===== config.mk =====
export PLATFORM = sky130hd
export DESIGN_NAME = video_demo_ctrl
export DESIGN_NICKNAME = d
export VERILOG_FILES = /design/src/rtl/vdc_pkg.sv /design/src/rtl/btn_conditioner.sv /design/src/rtl/blink_gen.sv /design/src/rtl/mode_ctrl.sv /design/src/rtl/video_src_mux.sv /design/src/rtl/video_demo_ctrl.sv
export SDC_FILE = /design/constraint.sdc
export NUM_CORES = 1
export LEC_CHECK = 0
export BUFFER_PORTS_ARGS = -buffer_cell sky130_fd_sc_hd__buf_2
export CAP_MARGIN = 40
export CORE_UTILIZATION = 50
export CTS_CLUSTER_SIZE = 16
export DETAILED_ROUTE_END_ITERATION = 10
export PLACE_DENSITY = 0.86
export SLEW_MARGIN = 25
export SYNTH_ARGS = -nofsm -noshare
export SYNTH_HDL_FRONTEND = slang
export SYNTH_SLANG_ARGS = --single-unit

===== constraint.sdc =====
create_clock -name clk -period 1.9 [get_ports clk]
set_input_delay 0.19 -clock clk [delete_from_list [all_inputs] [get_ports clk]]
set_output_delay 0.19 -clock clk [all_outputs]
set_load 0.1 [all_outputs]

===== src/rtl/vdc_pkg.sv =====
package vdc_pkg;

  // Which stream feeds the transmitter.
  typedef enum logic {
    SRC_PATTERN  = 1'b0,
    SRC_RECEIVER = 1'b1
  } vsrc_e;

  // Button slots inside the conditioner array.
  localparam int BTN_MODE    = 0;
  localparam int BTN_PATTERN = 1;
  localparam int BTN_EDID    = 2;
  localparam int NUM_BTNS    = 3;

endpackage


===== src/rtl/btn_conditioner.sv =====
// Synchroniser, debouncer and press-edge detector for one active-low button.
module btn_conditioner #(
  parameter int STABLE_CYCLES = 500_000
) (
  input  logic clk,
  input  logic rst_n,
  input  logic btn_n_i,
  output logic press_o
);
  localparam int CW = $clog2(STABLE_CYCLES + 1);
  localparam logic [CW-1:0] LAST = CW'(STABLE_CYCLES - 1);

  logic [1:0]    sync_q;
  logic          level_q;   // debounced level, 1 = released
  logic [CW-1:0] cnt_q;
  logic          differs;
  logic          settle;

  assign differs = (sync_q[1] != level_q);
  assign settle  = differs && (cnt_q == LAST);

  always_ff @(posedge clk or negedge rst_n) begin
    if (!rst_n) begin
      sync_q <= 2'b11;
    end else begin
      sync_q <= {sync_q[0], btn_n_i};
    end
  end

  always_ff @(posedge clk or negedge rst_n) begin
    if (!rst_n) begin
      level_q <= 1'b1;
      cnt_q   <= '0;
      press_o <= 1'b0;
    end else begin
      press_o <= settle && !sync_q[1];
      if (!differs) begin
        cnt_q <= '0;
      end else if (settle) begin
        level_q <= sync_q[1];
        cnt_q   <= '0;
      end else begin
        cnt_q <= cnt_q + 1'b1;
      end
    end
  end
endmodule


===== src/rtl/blink_gen.sv =====
// Square wave for the LEDs. It restarts in the lit phase whenever it is disabled.
module blink_gen #(
  parameter int HALF_CYCLES = 12_500_000
) (
  input  logic clk,
  input  logic rst_n,
  input  logic en_i,
  output logic lit_o
);
  localparam int HW = $clog2(HALF_CYCLES + 1);
  localparam logic [HW-1:0] LAST = HW'(HALF_CYCLES - 1);

  logic [HW-1:0] cnt_q;

  always_ff @(posedge clk or negedge rst_n) begin
    if (!rst_n) begin
      cnt_q <= '0;
      lit_o <= 1'b1;
    end else if (!en_i) begin
      cnt_q <= '0;
      lit_o <= 1'b1;
    end else if (cnt_q == LAST) begin
      cnt_q <= '0;
      lit_o <= ~lit_o;
    end else begin
      cnt_q <= cnt_q + 1'b1;
    end
  end
endmodule


===== src/rtl/mode_ctrl.sv =====
// Mode, format index and EEPROM-rewrite handshake.
module mode_ctrl
  import vdc_pkg::*;
#(
  parameter int NUM_PATTERNS = 6,
  parameter int IDX_W        = 3
) (
  input  logic             clk,
  input  logic             rst_n,
  input  logic             press_mode_i,
  input  logic             press_pat_i,
  input  logic             press_edid_i,
  input  logic             edid_busy_i,
  input  logic             edid_done_i,
  input  logic             edid_fail_i,
  output vsrc_e            src_o,
  output logic [IDX_W-1:0] idx_o,
  output logic             init_busy_o,
  output logic             edid_start_o
);
  localparam logic [IDX_W-1:0] IDX_LAST = IDX_W'(NUM_PATTERNS - 1);

  logic [IDX_W-1:0] idx_next;
  logic             launch;

  assign idx_next = (idx_o == IDX_LAST) ? '0 : idx_o + 1'b1;
  assign launch   = press_edid_i && !edid_busy_i && !init_busy_o;

  always_ff @(posedge clk or negedge rst_n) begin
    if (!rst_n) begin
      src_o        <= SRC_PATTERN;
      idx_o        <= '0;
      init_busy_o  <= 1'b0;
      edid_start_o <= 1'b0;
    end else begin
      edid_start_o <= launch;
      if (init_busy_o) begin
        if (edid_done_i || edid_fail_i) begin
          init_busy_o <= 1'b0;
        end
      end else begin
        if (launch) begin
          init_busy_o <= 1'b1;
        end
        if (press_mode_i) begin
          src_o <= (src_o == SRC_PATTERN) ? SRC_RECEIVER : SRC_PATTERN;
        end
        if (press_pat_i && (src_o == SRC_PATTERN)) begin
          idx_o <= idx_next;
        end
      end
    end
  end
endmodule


===== src/rtl/video_src_mux.sv =====
// Registered selection between generator and receiver video.
module video_src_mux
  import vdc_pkg::*;
#(
  parameter int PIX_W = 24
) (
  input  logic             clk,
  input  logic             rst_n,
  input  vsrc_e            sel_i,
  input  logic [PIX_W-1:0] gen_data_i,
  input  logic             gen_hs_i,
  input  logic             gen_vs_i,
  input  logic             gen_de_i,
  input  logic [PIX_W-1:0] rx_data_i,
  input  logic             rx_hs_i,
  input  logic             rx_vs_i,
  input  logic             rx_de_i,
  output logic [PIX_W-1:0] tx_data_o,
  output logic             tx_hs_o,
  output logic             tx_vs_o,
  output logic             tx_de_o
);
  localparam int BW = PIX_W + 3;

  logic [BW-1:0] gen_bus, rx_bus, pick, out_q;

  assign gen_bus = {gen_data_i, gen_hs_i, gen_vs_i, gen_de_i};
  assign rx_bus  = {rx_data_i, rx_hs_i, rx_vs_i, rx_de_i};

  always_comb begin
    unique case (sel_i)
      SRC_RECEIVER: pick = rx_bus;
      default:      pick = gen_bus;
    endcase
  end

  always_ff @(posedge clk or negedge rst_n) begin
    if (!rst_n) out_q <= '0;
    else        out_q <= pick;
  end

  assign {tx_data_o, tx_hs_o, tx_vs_o, tx_de_o} = out_q;
endmodule


===== src/rtl/video_demo_ctrl.sv =====
module video_demo_ctrl
  import vdc_pkg::*;
#(
  parameter int DEBOUNCE_CYCLES   = 500_000,
  parameter int BLINK_HALF_CYCLES = 12_500_000,
  parameter int NUM_PATTERNS      = 6,
  parameter int PIX_W             = 24,
  localparam int IDX_W            = $clog2(NUM_PATTERNS)
) (
  input  logic             clk,
  input  logic             rst_n,
  input  logic             btn_mode_n,
  input  logic             btn_pattern_n,
  input  logic             btn_edid_n,
  input  logic             edid_busy,
  input  logic             edid_done,
  input  logic             edid_fail,
  output logic             edid_start,
  output logic             loop_mode,
  output logic [IDX_W-1:0] pattern_idx,
  output logic             src_sel,
  output logic [IDX_W:0]   led,
  input  logic [PIX_W-1:0] gen_data,
  input  logic             gen_hs,
  input  logic             gen_vs,
  input  logic             gen_de,
  input  logic [PIX_W-1:0] rx_data,
  input  logic             rx_hs,
  input  logic             rx_vs,
  input  logic             rx_de,
  output logic [PIX_W-1:0] tx_data,
  output logic             tx_hs,
  output logic             tx_vs,
  output logic             tx_de
);
  localparam int LED_W = IDX_W + 1;

  logic [NUM_BTNS-1:0] btn_n, press;
  vsrc_e               src;
  logic                init_busy;
  logic                blink_lit;

  assign btn_n[BTN_MODE]    = btn_mode_n;
  assign btn_n[BTN_PATTERN] = btn_pattern_n;
  assign btn_n[BTN_EDID]    = btn_edid_n;

  for (genvar b = 0; b < NUM_BTNS; b++) begin : g_btn
    btn_conditioner #(.STABLE_CYCLES(DEBOUNCE_CYCLES)) u_cond (
      .clk     (clk),
      .rst_n   (rst_n),
      .btn_n_i (btn_n[b]),
      .press_o (press[b])
    );
  end

  mode_ctrl #(.NUM_PATTERNS(NUM_PATTERNS), .IDX_W(IDX_W)) u_ctrl (
    .clk          (clk),
    .rst_n        (rst_n),
    .press_mode_i (press[BTN_MODE]),
    .press_pat_i  (press[BTN_PATTERN]),
    .press_edid_i (press[BTN_EDID]),
    .edid_busy_i  (edid_busy),
    .edid_done_i  (edid_done),
    .edid_fail_i  (edid_fail),
    .src_o        (src),
    .idx_o        (pattern_idx),
    .init_busy_o  (init_busy),
    .edid_start_o (edid_start)
  );

  blink_gen #(.HALF_CYCLES(BLINK_HALF_CYCLES)) u_blink (
    .clk   (clk),
    .rst_n (rst_n),
    .en_i  (init_busy),
    .lit_o (blink_lit)
  );

  video_src_mux #(.PIX_W(PIX_W)) u_mux (
    .clk        (clk),
    .rst_n      (rst_n),
    .sel_i      (src),
    .gen_data_i (gen_data),
    .gen_hs_i   (gen_hs),
    .gen_vs_i   (gen_vs),
    .gen_de_i   (gen_de),
    .rx_data_i  (rx_data),
    .rx_hs_i    (rx_hs),
    .rx_vs_i    (rx_vs),
    .rx_de_i    (rx_de),
    .tx_data_o  (tx_data),
    .tx_hs_o    (tx_hs),
    .tx_vs_o    (tx_vs),
    .tx_de_o    (tx_de)
  );

  assign loop_mode = (src == SRC_RECEIVER);
  assign src_sel   = (src == SRC_RECEIVER);

  always_comb begin
    if (init_busy)      led = {LED_W{blink_lit}};
    else if (loop_mode) led = '1;
    else                led = {1'b0, pattern_idx};
  end
endmodule


# == Yosys cells after proc, flatten, opt, wreduce, memory -nomap -nowiden ==
# Index checks and enable logic that the tools add are counted.
# op_classes
n_addsub,5
n_eq_ne,9
mux,18
bitwise,3
n_reduce_logical,20
# op_table
operator,count
19-bit 2-to-1 mux,6
19-bit by 1-bit adder with 19-bit output (second input constant),3
19-bit == test (second input constant),3
24-bit 2-to-1 mux,2
27-bit 2-to-1 mux,1
24-bit by 1-bit adder with 24-bit output (second input constant),1
24-bit == test (second input constant),1
2-bit AND reduction,5
1-bit logical AND,9
4-bit 2-to-1 mux,2
1-bit 2-to-1 mux,6
1-bit zero test,5
3-bit by 1-bit adder with 3-bit output (second input constant),1
3-bit == test (second input constant),1
3-bit 2-to-1 mux,1
1-bit inequality test,3
1-bit inverter,3
2-bit by 1-bit inequality test with 1-bit output (second input constant),1
1-bit logical OR,1
# word_totals
reg_bits,127
output_inout_bits,37

# == Longest topological paths before layout ==
# Gate-level depths: netlist of run 1.
# logic_depth
ltp_word,5
mapped_depth,6
ltp_nobuf,5

# == Cells and area by module ==
# Synthesis of run 1 repeated with hierarchy kept, for this count alone.
# hier_totals
cells_unflattened,529
hier_area_um2,6095.8
# by_module_without_submodules
module,n_inst,cells_each,area_per_inst_um2
btn_conditioner,3,104,1137.3
blink_gen,1,133,1266.2
video_src_mux,1,57,1106.1
mode_ctrl,1,18,252.7
video_demo_ctrl,1,9,58.8

# == Least setup slack after synthesis of run 1 ==
# No wires, ideal clock.
# synth_path
path_type,reg-to-output
startpoint,register u_ctrl.idx_o[2]
endpoint,output led[2]
arrival_ps,3235
slack_ps,-1525
path_stages_with_launch,3
n_path_buf,0
cell_sequence,dfrtp_1 inv_1 o21ai_0
# synth_via
elab_chain_len,2
# synth_rtl
item,line_no,rtl
"start, declared",mode_ctrl.sv:17,"output logic [IDX_W-1:0] idx_o,"
"start signal, assigned",mode_ctrl.sv:49,idx_o <= idx_next;
4-bit 2-to-1 mux,video_demo_ctrl.sv:101,else if (loop_mode) led = '1;
4-bit 2-to-1 mux,video_demo_ctrl.sv:100,if (init_busy) led = {LED_W{blink_lit}};
"end, declared",video_demo_ctrl.sv:22,"output logic [IDX_W:0] led,"
# Every way passes these cells.

# == Worst setup path in the final report of run 1 ==
# layout_path
startpoint,register u_blink.cnt_q[5]
endpoint,register u_blink.cnt_q[16]
# layout_via
elab_chain_len,3
elab_cells_between_ends,4
# layout_rtl
item,line_no,rtl
"start, declared",blink_gen.sv:13,logic [HW-1:0] cnt_q;
"start signal, assigned",blink_gen.sv:26,cnt_q <= cnt_q + 1'b1;
24-bit by 1-bit adder with 24-bit output / 24-bit == test (equally long branches),"blink_gen.sv:26, blink_gen.sv:22",
24-bit 2-to-1 mux *,blink_gen.sv:22,end else if (cnt_q == LAST) begin
24-bit 2-to-1 mux *,blink_gen.sv:19,end else if (!en_i) begin
# Every way passes the cells marked *; elsewhere a longest branch is shown, timed or not.
# A chain may end at the register's enable or synchronous reset.

==> results.toml, run 1 <==
[pwr]
irDropWorstVdd_mv = 0.578
power_density_mw_per_mm2 = 875
leakagePower_nw = 3.42

[floorplanning]
ios = 99
die_x_um = 110
start_util_pct = 51.3
die_h_um = 110
die-area_mm2 = 0.0121
num_rows = 39
core-area_mm2 = 0.0114

[timing]
fin_crit_sh_pct = 109
whs_ns = -0.000655
worst_pin_slew_ns = 0.513
fin_setup_tns_ns = -2.77
slew_violations = 0
fin_ws_ns = -0.163
final-setup-viol-count = 26
fmax_mhz = 485
hold_viol = 1
min_period_ns = 2.06
finClkSkew_ns = 0.00885
rsz0062_at_grt = "true"
relSlewSlack_pct = 65.3

[grt]
antenna_found_initial = 0
grtUsageTotal_pct = 29.5
overflow = 0
grt_pass1_vias = 5367
grt_pass1_wl_mm = 26.5
grt_max_degree = 35

[critical_path]
worstPathArrival_ns = 2.36
endpoint_kind = "flop"
cp_max_fo = 12
r2r_start = "u_blink.cnt_q[5]"
critPathRequiredTime_ns = 2.20
cp-start-kind = "flop"
r2r_cells = 6
path_class = "reg -> reg"
r2r_end = "u_blink.cnt_q[16]"
r2r_setup_slack_ns = -0.16

[flow_run]
max_cap_viol_count = 0

[clocking]
clk_pin_slew_ns = 0.06
clock_path_buffers = 2
numCtsBuffers = 17
clkSinkCount = 127
insertion_delay_ns = 0.43
h-tree-depth = 4
cts_tree = "done"
cts_root_buf = "clkbuf_16"

[yosys]
yosysTopAreaCell = "dfrtp_1"
syn_inst = 546
async_flop_share_pct = 100
synth_top_flop_cell = "dfrtp_1"
yosysSeqAreaShare_pct = 54.5
synth_top_area_share_pct = 50.0
avgSynthCellArea_um2 = 10.7
synth_edf_count = 0
synth_area_leaders = "dfrtp_1 50%, mux2_2 5.8%, xnor2_1 5.4%, dfstp_2 4.5%, nor2_1 3.9%"
synthesis.nets = 612
ys_types = 42
ys_ff_latch = 127
syn_area_mm2 = 0.00585
yosysWarnings = 0

[layout]
drive_gt1_share_pct = 37.1
area_growth_pct = 39.0
fillers = 684
diodes = 0
regArea_mm2 = 0.00320
multi_input_area_mm2 = 0.00278
nets = 788

[placed_design]
dpl.hpwl_mm = 9.37
gp_congestion = 0.881
portBuffers = 98

[drt]
dr.pass1.iters = 7
post-route-drc-count = 0
drt_iter0_markers = 451
vias = 5433
vias_per_cell = 6.19
ant_nets = 0
wire_per_inst_um = 21.4
wl_mm = 18.8

[status]
violations = "negative hold slack, negative setup slack"
status = "finished with violations"

[worst_hold_path]
hold_class = "in -> reg"
min_path_cells = 2
whs_endpoint = "u_mux.out_q[16]"
min_from = "rx_data[13]"
==> routing by layer <==
metal	track usage, %	up-vias	wire [um]	part of all wire [%]
met3	7.47	126	1370	7.3
met5	0	-	0	0
met1	35.9	2639	7060	38
met4	16.6	0	1110	5.9
li1	-	2302	-	-
met2	47.9	366	9240	49
==> power breakdown <==
group / internal, mW / switching (mW)
registers: 2.76 / 0.0373
clock network: 2.53 / 1.23
logic: 0.175 / 0.378
total: 5.47 / 1.65
==> worst max path at each step <==
stage | from | end | slack (ns) | depth (start not counted)
floorplan | u_ctrl.idx_o[2] | led[2] | -0.03 | 2
global placement | u_blink.cnt_q[0] | u_blink.cnt_q[20] | 0.05 | 5
detailed placement | u_blink.cnt_q[1] | u_blink.cnt_q[20] | -0.04 | 5
CTS | u_blink.cnt_q[0] | u_blink.cnt_q[14] | 0.001 | 5
global route | u_blink.cnt_q[5] | u_blink.cnt_q[16] | -0.26 | 6
finish | u_blink.cnt_q[5] | u_blink.cnt_q[16] | -0.16 | 6
==> area by class of cell <==
cell class / count / area share (%)
sequential: 127 / 39.3
multi-input combinational: 386 / 34.2
timing repair buffer: 175 / 15.1
clock buffer: 23 / 6.24
tap: 143 / 2.20
clock inverter: 9 / 2.17
inverter: 15 / 0.738
==> registers in the layout, summed over array words and instances, names as in the netlist <==
signal and count:
u_blink.cnt_q 24, u_ctrl.init_busy_o 1, u_ctrl.idx_o 3, u_mux.out_q 27, u_ctrl.src_o 1, g_btn.u_cond.sync_q 6
g_btn.u_cond.press_o 3, g_btn.u_cond.level_q 3, u_ctrl.edid_start_o 1, g_btn.u_cond.cnt_q 57, u_blink.lit_o 1
==> per-stage QoR <==
stage / cells / util [%] / instance area [um2] / setup WS (ns) / power [mW]
floorplan: 546 / - / 5900 / -0.0291 / 3.12
global placement: 801 / 59.3 / 6780 / 0.0470 / 3.30
detailed placement: 801 / 59.3 / 6780 / -0.0434 / 3.32
CTS: 869 / 68.8 / 7850 / 0.00144 / 7.07
global route: 878 / 71.3 / 8140 / -0.260 / 7.29
finish: 878 / 71.3 / 8140 / -0.163 / 7.12
==> cell usage after synthesis, types with 2 or more instances <==
| cell type | number |
|---|---|
| o31ai_2 | 2 |
| xnor2_1 | 36 |
| and3_1 | 5 |
| mux2i_1 | 2 |
| or4_2 | 2 |
| or3_1 | 10 |
| nand3_1 | 35 |
| a21oi_1 | 20 |
| nand4_1 | 24 |
| inv_1 | 15 |
| nand3b_1 | 3 |
| nand2b_1 | 4 |
| or4_1 | 13 |
| xor2_1 | 21 |
| nor3b_1 | 3 |
| nor4b_1 | 7 |
| mux2_2 | 30 |
| and4_1 | 7 |
| nor4_1 | 14 |
| ha_1 | 4 |
| nor2_1 | 61 |
| nand2_1 | 25 |
| nor3_1 | 13 |
| or2_2 | 3 |
| dfstp_2 | 10 |
| clkbuf_1 | 16 |
| o31ai_1 | 7 |
| dfrtp_1 | 117 |
| o21ai_0 | 17 |
| and2_1 | 7 |
| o21ai_1 | 2 |
==> logic make-up after synthesis <==
family / share of synthesized area (%)
compound gates: 4.92
xor+xnor: 8.53
fa+ha+maj: 0.855
buf+inv: 2.37
flops: 54.5
mux: 6.11
simple gates: 22.7
==> worst max-delay path: stages (launching register included) <==
cell     delay (ns)
dfrtp_1        0.42
buf_4          0.19
nor4b_1        0.49
nand4_1        0.27
o21ai_2        0.26
buf_6          0.21
nor2_1         0.09
==> timing repair <==
item | CTS | global route
hold endpoints to repair | 50 | 4
buffers inserted | 7 | 4
gates cloned | 1 | 1
hold buffers | 28 | 4
pin swaps | 3 | 20
endpoints found under the setup margin | 18 | 67
gates resized for setup | 12 | 47
==> cell usage in the layout, fill, tap and decap left out, drive strengths merged, types with 3 or more instances in the layout <==
| cell type | instances |
|---|---|
| buf | 143 |
| nand3b | 3 |
| nor3 | 13 |
| xor2 | 21 |
| or2 | 3 |
| nor4b | 7 |
| nand3 | 35 |
| o21ai | 19 |
| dfstp | 10 |
| and3 | 5 |
| ha | 4 |
| a21oi | 20 |
| nor4 | 14 |
| clkinv | 3 |
| mux2 | 30 |
| and2 | 7 |
| or4 | 17 |
| and4 | 7 |
| nor2 | 61 |
| dlygate4sd3 | 32 |
| clkbuf | 23 |
| xnor2 | 36 |
| inv | 14 |
| o31ai | 9 |
| or3 | 11 |
| nand2 | 25 |
| nand4 | 25 |
| bufinv | 5 |
| nand2b | 4 |
| dfrtp | 117 |
| nor3b | 3 |
(Power assumes the default switching activity.)
==> run 2: changes to the inputs <==
--- a/config.mk
+++ b/config.mk
@@ -5,7 +5,7 @@
 export SDC_FILE = /design/constraint.sdc
 export NUM_CORES = 1
 export LEC_CHECK = 0
-export BUFFER_PORTS_ARGS = -buffer_cell sky130_fd_sc_hd__buf_2
+export BUFFER_PORTS_ARGS = -buffer_cell sky130_fd_sc_hd__buf_4
 export CAP_MARGIN = 40
 export CORE_UTILIZATION = 50
 export CTS_CLUSTER_SIZE = 16
==> results.toml, run 2 (synthesis gave the netlist of run 1 again) <==
[status]
status = "finished clean"

[floorplanning]
die-area_mm2 = 0.0121
ios = 99
die_h_um = 110
start_util_pct = 51.3
num_rows = 39
die_x_um = 110
core-area_mm2 = 0.0114

[timing]
worst_pin_slew_ns = 0.512
fin_setup_tns_ns = 0
fin_crit_sh_pct = 100
slew_violations = 0
finClkSkew_ns = 0.00894
min_period_ns = 1.90
rsz0062_at_grt = "true"
fmax_mhz = 527
final-setup-viol-count = 0
relSlewSlack_pct = 65.6
whs_ns = 0.00274
hold_viol = 0

[pwr]
leakagePower_nw = 3.40
irDropWorstVdd_mv = 0.610
p_int_mw = 5.37
power.switching_mw = 1.59
pwr-share-clk_pct = 51.4
power_frac_comb_pct = 8.4
power_mw = 6.96
power_density_mw_per_mm2 = 860
p_seq_share_pct = 40.3
sw_frac_of_total_pct = 22.8

[layout]
fillers = 733
top_register = "g_btn.u_cond.cnt_q"
reg_top3 = "g_btn.u_cond.cnt_q: 57 flops, u_mux.out_q: 27 flops, u_blink.cnt_q: 24 flops"
final_common_cell = "buf_4"
final_core_util_pct = 70.9
area_growth_pct = 38.2
diodes = 0
largest_reg_flops = 57
drive_gt1_share_pct = 32.8
mostFrequentLayoutCells = "131 x buf_4, 112 x dfrtp_1, 61 x nor2_1, 36 x xnor2_1, 35 x nand3_1"
instances_no_fill = 869
nets = 779

[drt]
ant_nets = 0
dr.pass1.iters = 6
wire_per_inst_um = 17.6
vias = 5007
drt_iter0_markers = 298
post-route-drc-count = 0
wl_mm = 15.3
vias_per_cell = 5.76

[placed_design]
portBuffers = 98
place_inst = 799
dpl.hpwl_mm = 9.48
gp_congestion = 0.910

[critical_path]
r2r_setup_slack_ns = 0.0008
startpoint = "u_blink.cnt_q[8]"
r2r_end = "u_blink.cnt_q[15]"
endpoint_kind = "flop"
cp-start-kind = "flop"
r2r_cells = 4
critPathRequiredTime_ns = 2.25
worstPathArrival_ns = 2.25
path_class = "reg -> reg"
cp_max_fo = 9
endpoint = "u_blink.cnt_q[15]"
r2r_start = "u_blink.cnt_q[8]"

[grt]
grt_max_degree = 56
overflow = 0
grt_pass1_vias = 5107
antenna_found_initial = 0
grtUsageTotal_pct = 26.4
grt_pass1_wl_mm = 24.0

[clocking]
clock_path_buffers = 2
h-tree-depth = 4
cts_tree = "done"
insertion_delay_ns = 0.43
clk_pin_slew_ns = 0.06
cts_root_buf = "clkbuf_16"
numCtsBuffers = 17
clkSinkCount = 127

[flow_run]
max_cap_viol_count = 0

[worst_hold_path]
min_path_cells = 2
hold_class = "in -> reg"
[run 2: repair_timing]
item	CTS	global route
gates resized for setup	7	16
buffers inserted	5	1
endpoints found under the hold margin	137	3
pin swaps	3	4
hold buffers	29	3
endpoints found under the setup margin	10	41
[run 2: worst max-delay path, cell delays in order (launching register included)]
cell	delay, ns
dfrtp_1	0.44
nand4_4	0.14
or4_4	0.57
or4_4	0.51
a21oi_2	0.16
[run 2: power groups by stage]
| stage | Sequential, mW | Clock (mW) | Combinational (mW) |
|---|---|---|---|
| 2_1_floorplan | 3.05 | 0 | 0.0712 |
| 3_3_place_gp | 2.84 | 0 | 0.511 |
| 3_5_place_dp | 2.84 | 0 | 0.521 |
| 4_1_cts | 2.80 | 3.58 | 0.575 |
| 5_1_grt | 2.81 | 3.71 | 0.616 |
| 6_report | 2.80 | 3.57 | 0.581 |
[run 2: metal layers]
layer | global-route usage, % | vias up | part of all wire (%)
met3 | 7.88 | 59 | 5.5
met5 | 0 | - | 0
met4 | 13.6 | 0 | 3.7
met1 | 31.3 | 2480 | 39
met2 | 43.6 | 189 | 52
li1 | - | 2279 | -
[run 2: stage by stage]
stage / area (um2) / setup WS (ns)
2_1_floorplan: 5900 / -0.0291
3_3_place_gp: 6980 / 0.0573
3_5_place_dp: 6980 / -0.0276
4_1_cts: 7990 / -0.00189
5_1_grt: 8090 / -0.0572
6_report: 8090 / 0.000839
[run 2: layout make-up]
type / instances / area [um2] / area share, %
multi-input combinational: 385 / 2640 / 32.6
tap: 143 / 179 / 2.21
timing repair buffer: 167 / 1370 / 16.9
clock buffer: 22 / 464 / 5.74
sequential: 127 / 3200 / 39.5
clock inverter: 10 / 184 / 2.27
inverter: 15 / 60.1 / 0.742
[run 2: worst min-delay path by stage]
stage / end / from
3_5_place_dp: g_btn[1].u_cond.cnt_q[17] / rst_n
6_report: u_mux.out_q[8] / rx_data[5]
4_1_cts: u_mux.out_q[8] / rx_data[5]
5_1_grt: u_mux.out_q[5] / rx_data[2]
3_3_place_gp: g_btn[1].u_cond.cnt_q[17] / rst_n
2_1_floorplan: g_btn[0].u_cond.cnt_q[0] / rst_n
==> run 3: changes to the inputs <==
--- a/config.mk
+++ b/config.mk
@@ -7,10 +7,10 @@
 export LEC_CHECK = 0
 export BUFFER_PORTS_ARGS = -buffer_cell sky130_fd_sc_hd__buf_4
 export CAP_MARGIN = 40
-export CORE_UTILIZATION = 50
+export CORE_UTILIZATION = 45
 export CTS_CLUSTER_SIZE = 16
 export DETAILED_ROUTE_END_ITERATION = 10
-export PLACE_DENSITY = 0.86
+export PLACE_DENSITY = 0.8
 export SLEW_MARGIN = 25
 export SYNTH_ARGS = -nofsm -noshare
 export SYNTH_HDL_FRONTEND = slang
==> results.toml, run 3 (synthesis gave the netlist of run 1 again) <==
[status]
status = "finished clean"

[clocking]
clkSinkCount = 127
numCtsBuffers = 17
cts_root_buf = "clkbuf_16"
h-tree-depth = 4
cts_tree = "done"
clk_pin_slew_ns = 0.06
clock_path_buffers = 2
insertion_delay_ns = 0.41

[drt]
wl_met3_um = 674
ant_nets = 0
vias_per_cell = 5.48
dr_wl_met2_mm = 7.73
vias = 4873
post-route-drc-count = 0
dr.pass1.iters = 7
wire_per_inst_um = 16.4
top_layer = "met4"
wl_mm = 14.6
drt_iter0_markers = 352
m1WireLength_mm = 5.83

[timing]
fmax_mhz = 528
finClkSkew_ns = 0.00555
relSlewSlack_pct = 65.1
rsz0062_at_grt = "true"
fin_setup_tns_ns = 0
min_period_ns = 1.89
fin_crit_sh_pct = 99.7
slew_violations = 0
final-setup-viol-count = 0
hold_viol = 0
worst_pin_slew_ns = 0.519

[pwr]
p_int_mw = 5.23
power_mw = 6.83
power.switching_mw = 1.60
pwr-share-clk_pct = 50.8
power_density_mw_per_mm2 = 850
leakagePower_nw = 3.37
sw_frac_of_total_pct = 23.5
p_seq_share_pct = 41.0
power_frac_comb_pct = 8.2
irDropWorstVdd_mv = 0.424

[worst_hold_path]
whs_endpoint = "u_mux.out_q[3]"
min_from = "rx_data[0]"
min_path_cells = 2
hold_class = "in -> reg"

[layout]
diodes = 0
drive_gt1_share_pct = 35.1
regArea_mm2 = 0.00320
fillers = 905
multi_input_area_mm2 = 0.00266
final_area_mm2 = 0.00804
final_core_util_pct = 63.4
mostFrequentLayoutCells = "139 x buf_4, 111 x dfrtp_1, 61 x nor2_1, 36 x xnor2_1, 34 x nand3_1"
largest_reg_flops = 57
final_common_cell = "buf_4"
area_growth_pct = 37.3
reg_top3 = "g_btn.u_cond.cnt_q: 57 flops, u_mux.out_q: 27 flops, u_blink.cnt_q: 24 flops"
top_register = "g_btn.u_cond.cnt_q"
nets = 771

[grt]
grtUsageTotal_pct = 22.4
antenna_found_initial = 0
grt_pass1_wl_mm = 23.0
overflow = 0
grt_pass1_vias = 4966
grt_max_degree = 37

[floorplanning]
num_rows = 41
die_h_um = 116
ios = 99
die_x_um = 116
core-area_mm2 = 0.0127
die-area_mm2 = 0.0135
start_util_pct = 46.2

[critical_path]
r2r_setup_slack_ns = 0.005
path_class = "reg -> reg"
cp-start-kind = "flop"
r2r_start = "u_blink.cnt_q[7]"
startpoint = "u_blink.cnt_q[7]"
r2r_end = "u_blink.cnt_q[21]"
cp_max_fo = 7
critPathRequiredTime_ns = 2.18
endpoint_kind = "flop"
r2r_cells = 4
worstPathArrival_ns = 2.18

[placed_design]
dpl.hpwl_mm = 9.37
place_area_mm2 = 0.00707
portBuffers = 98
gp_congestion = 0.886

[flow_run]
max_cap_viol_count = 0
## run 3: layer usage
layer  vias up  global-route usage [%]
met5         -                       0
met4         0                    10.3
met3        37                    5.60
met2       163                    38.2
met1      2403                    26.6
li1       2270                       -
## run 3: final cells by class
| type | count | share of cell area [%] |
|---|---|---|
| timing repair buffer | 158 | 15.7 |
| tap | 172 | 2.68 |
| multi-input combinational | 386 | 33.1 |
| inverter | 15 | 0.747 |
| sequential | 127 | 39.8 |
| clock inverter | 13 | 2.32 |
| clock buffer | 19 | 5.64 |
## run 3: power by group through the flow
stage	combinational, mW	clock [mW]	sequential [mW]
after global placement	0.520	0	2.84
final	0.561	3.47	2.80
after CTS	0.557	3.51	2.80
after global routing	0.593	3.66	2.80
after detailed placement	0.530	0	2.84
after floorplan	0.0712	0	3.05
## run 3: what timing repair did
action                     CTS  global route
buffers inserted             0             8
hold buffers                15             0
setup endpoints to repair    4            21
cloned                       0             1
resized for setup            3            20
hold endpoints to repair    35             0
pin swaps                    1             4
## run 3: worst max path at each step
stage	endpoint	slack [ns]
global placement	u_blink.cnt_q[20]	0.02
floorplan	led[2]	-0.03
detailed placement	u_blink.cnt_q[22]	-0.07
finish	u_blink.cnt_q[21]	0.005
global route	u_blink.cnt_q[21]	-0.04
CTS	g_btn[1].u_cond.level_q	0.0004
## run 3: through the flow
step / hold slack, ns / std cells / setup slack, ns
2_1_floorplan: -0.106 / 546 / -0.0291
3_3_place_gp: 0.150 / 834 / 0.0151
3_5_place_dp: 0.153 / 834 / -0.0698
4_1_cts: 0.000527 / 881 / 0.000386
5_1_grt: -0.000190 / 890 / -0.0362
6_report: 0.0120 / 890 / 0.00515
## run 3: critical path, cell delays in order, from the launching register on
cell     delay (ns)
dfrtp_2        0.43
nand4_4        0.17
or4_2          0.73
o31ai_1        0.33
a21oi_1        0.11
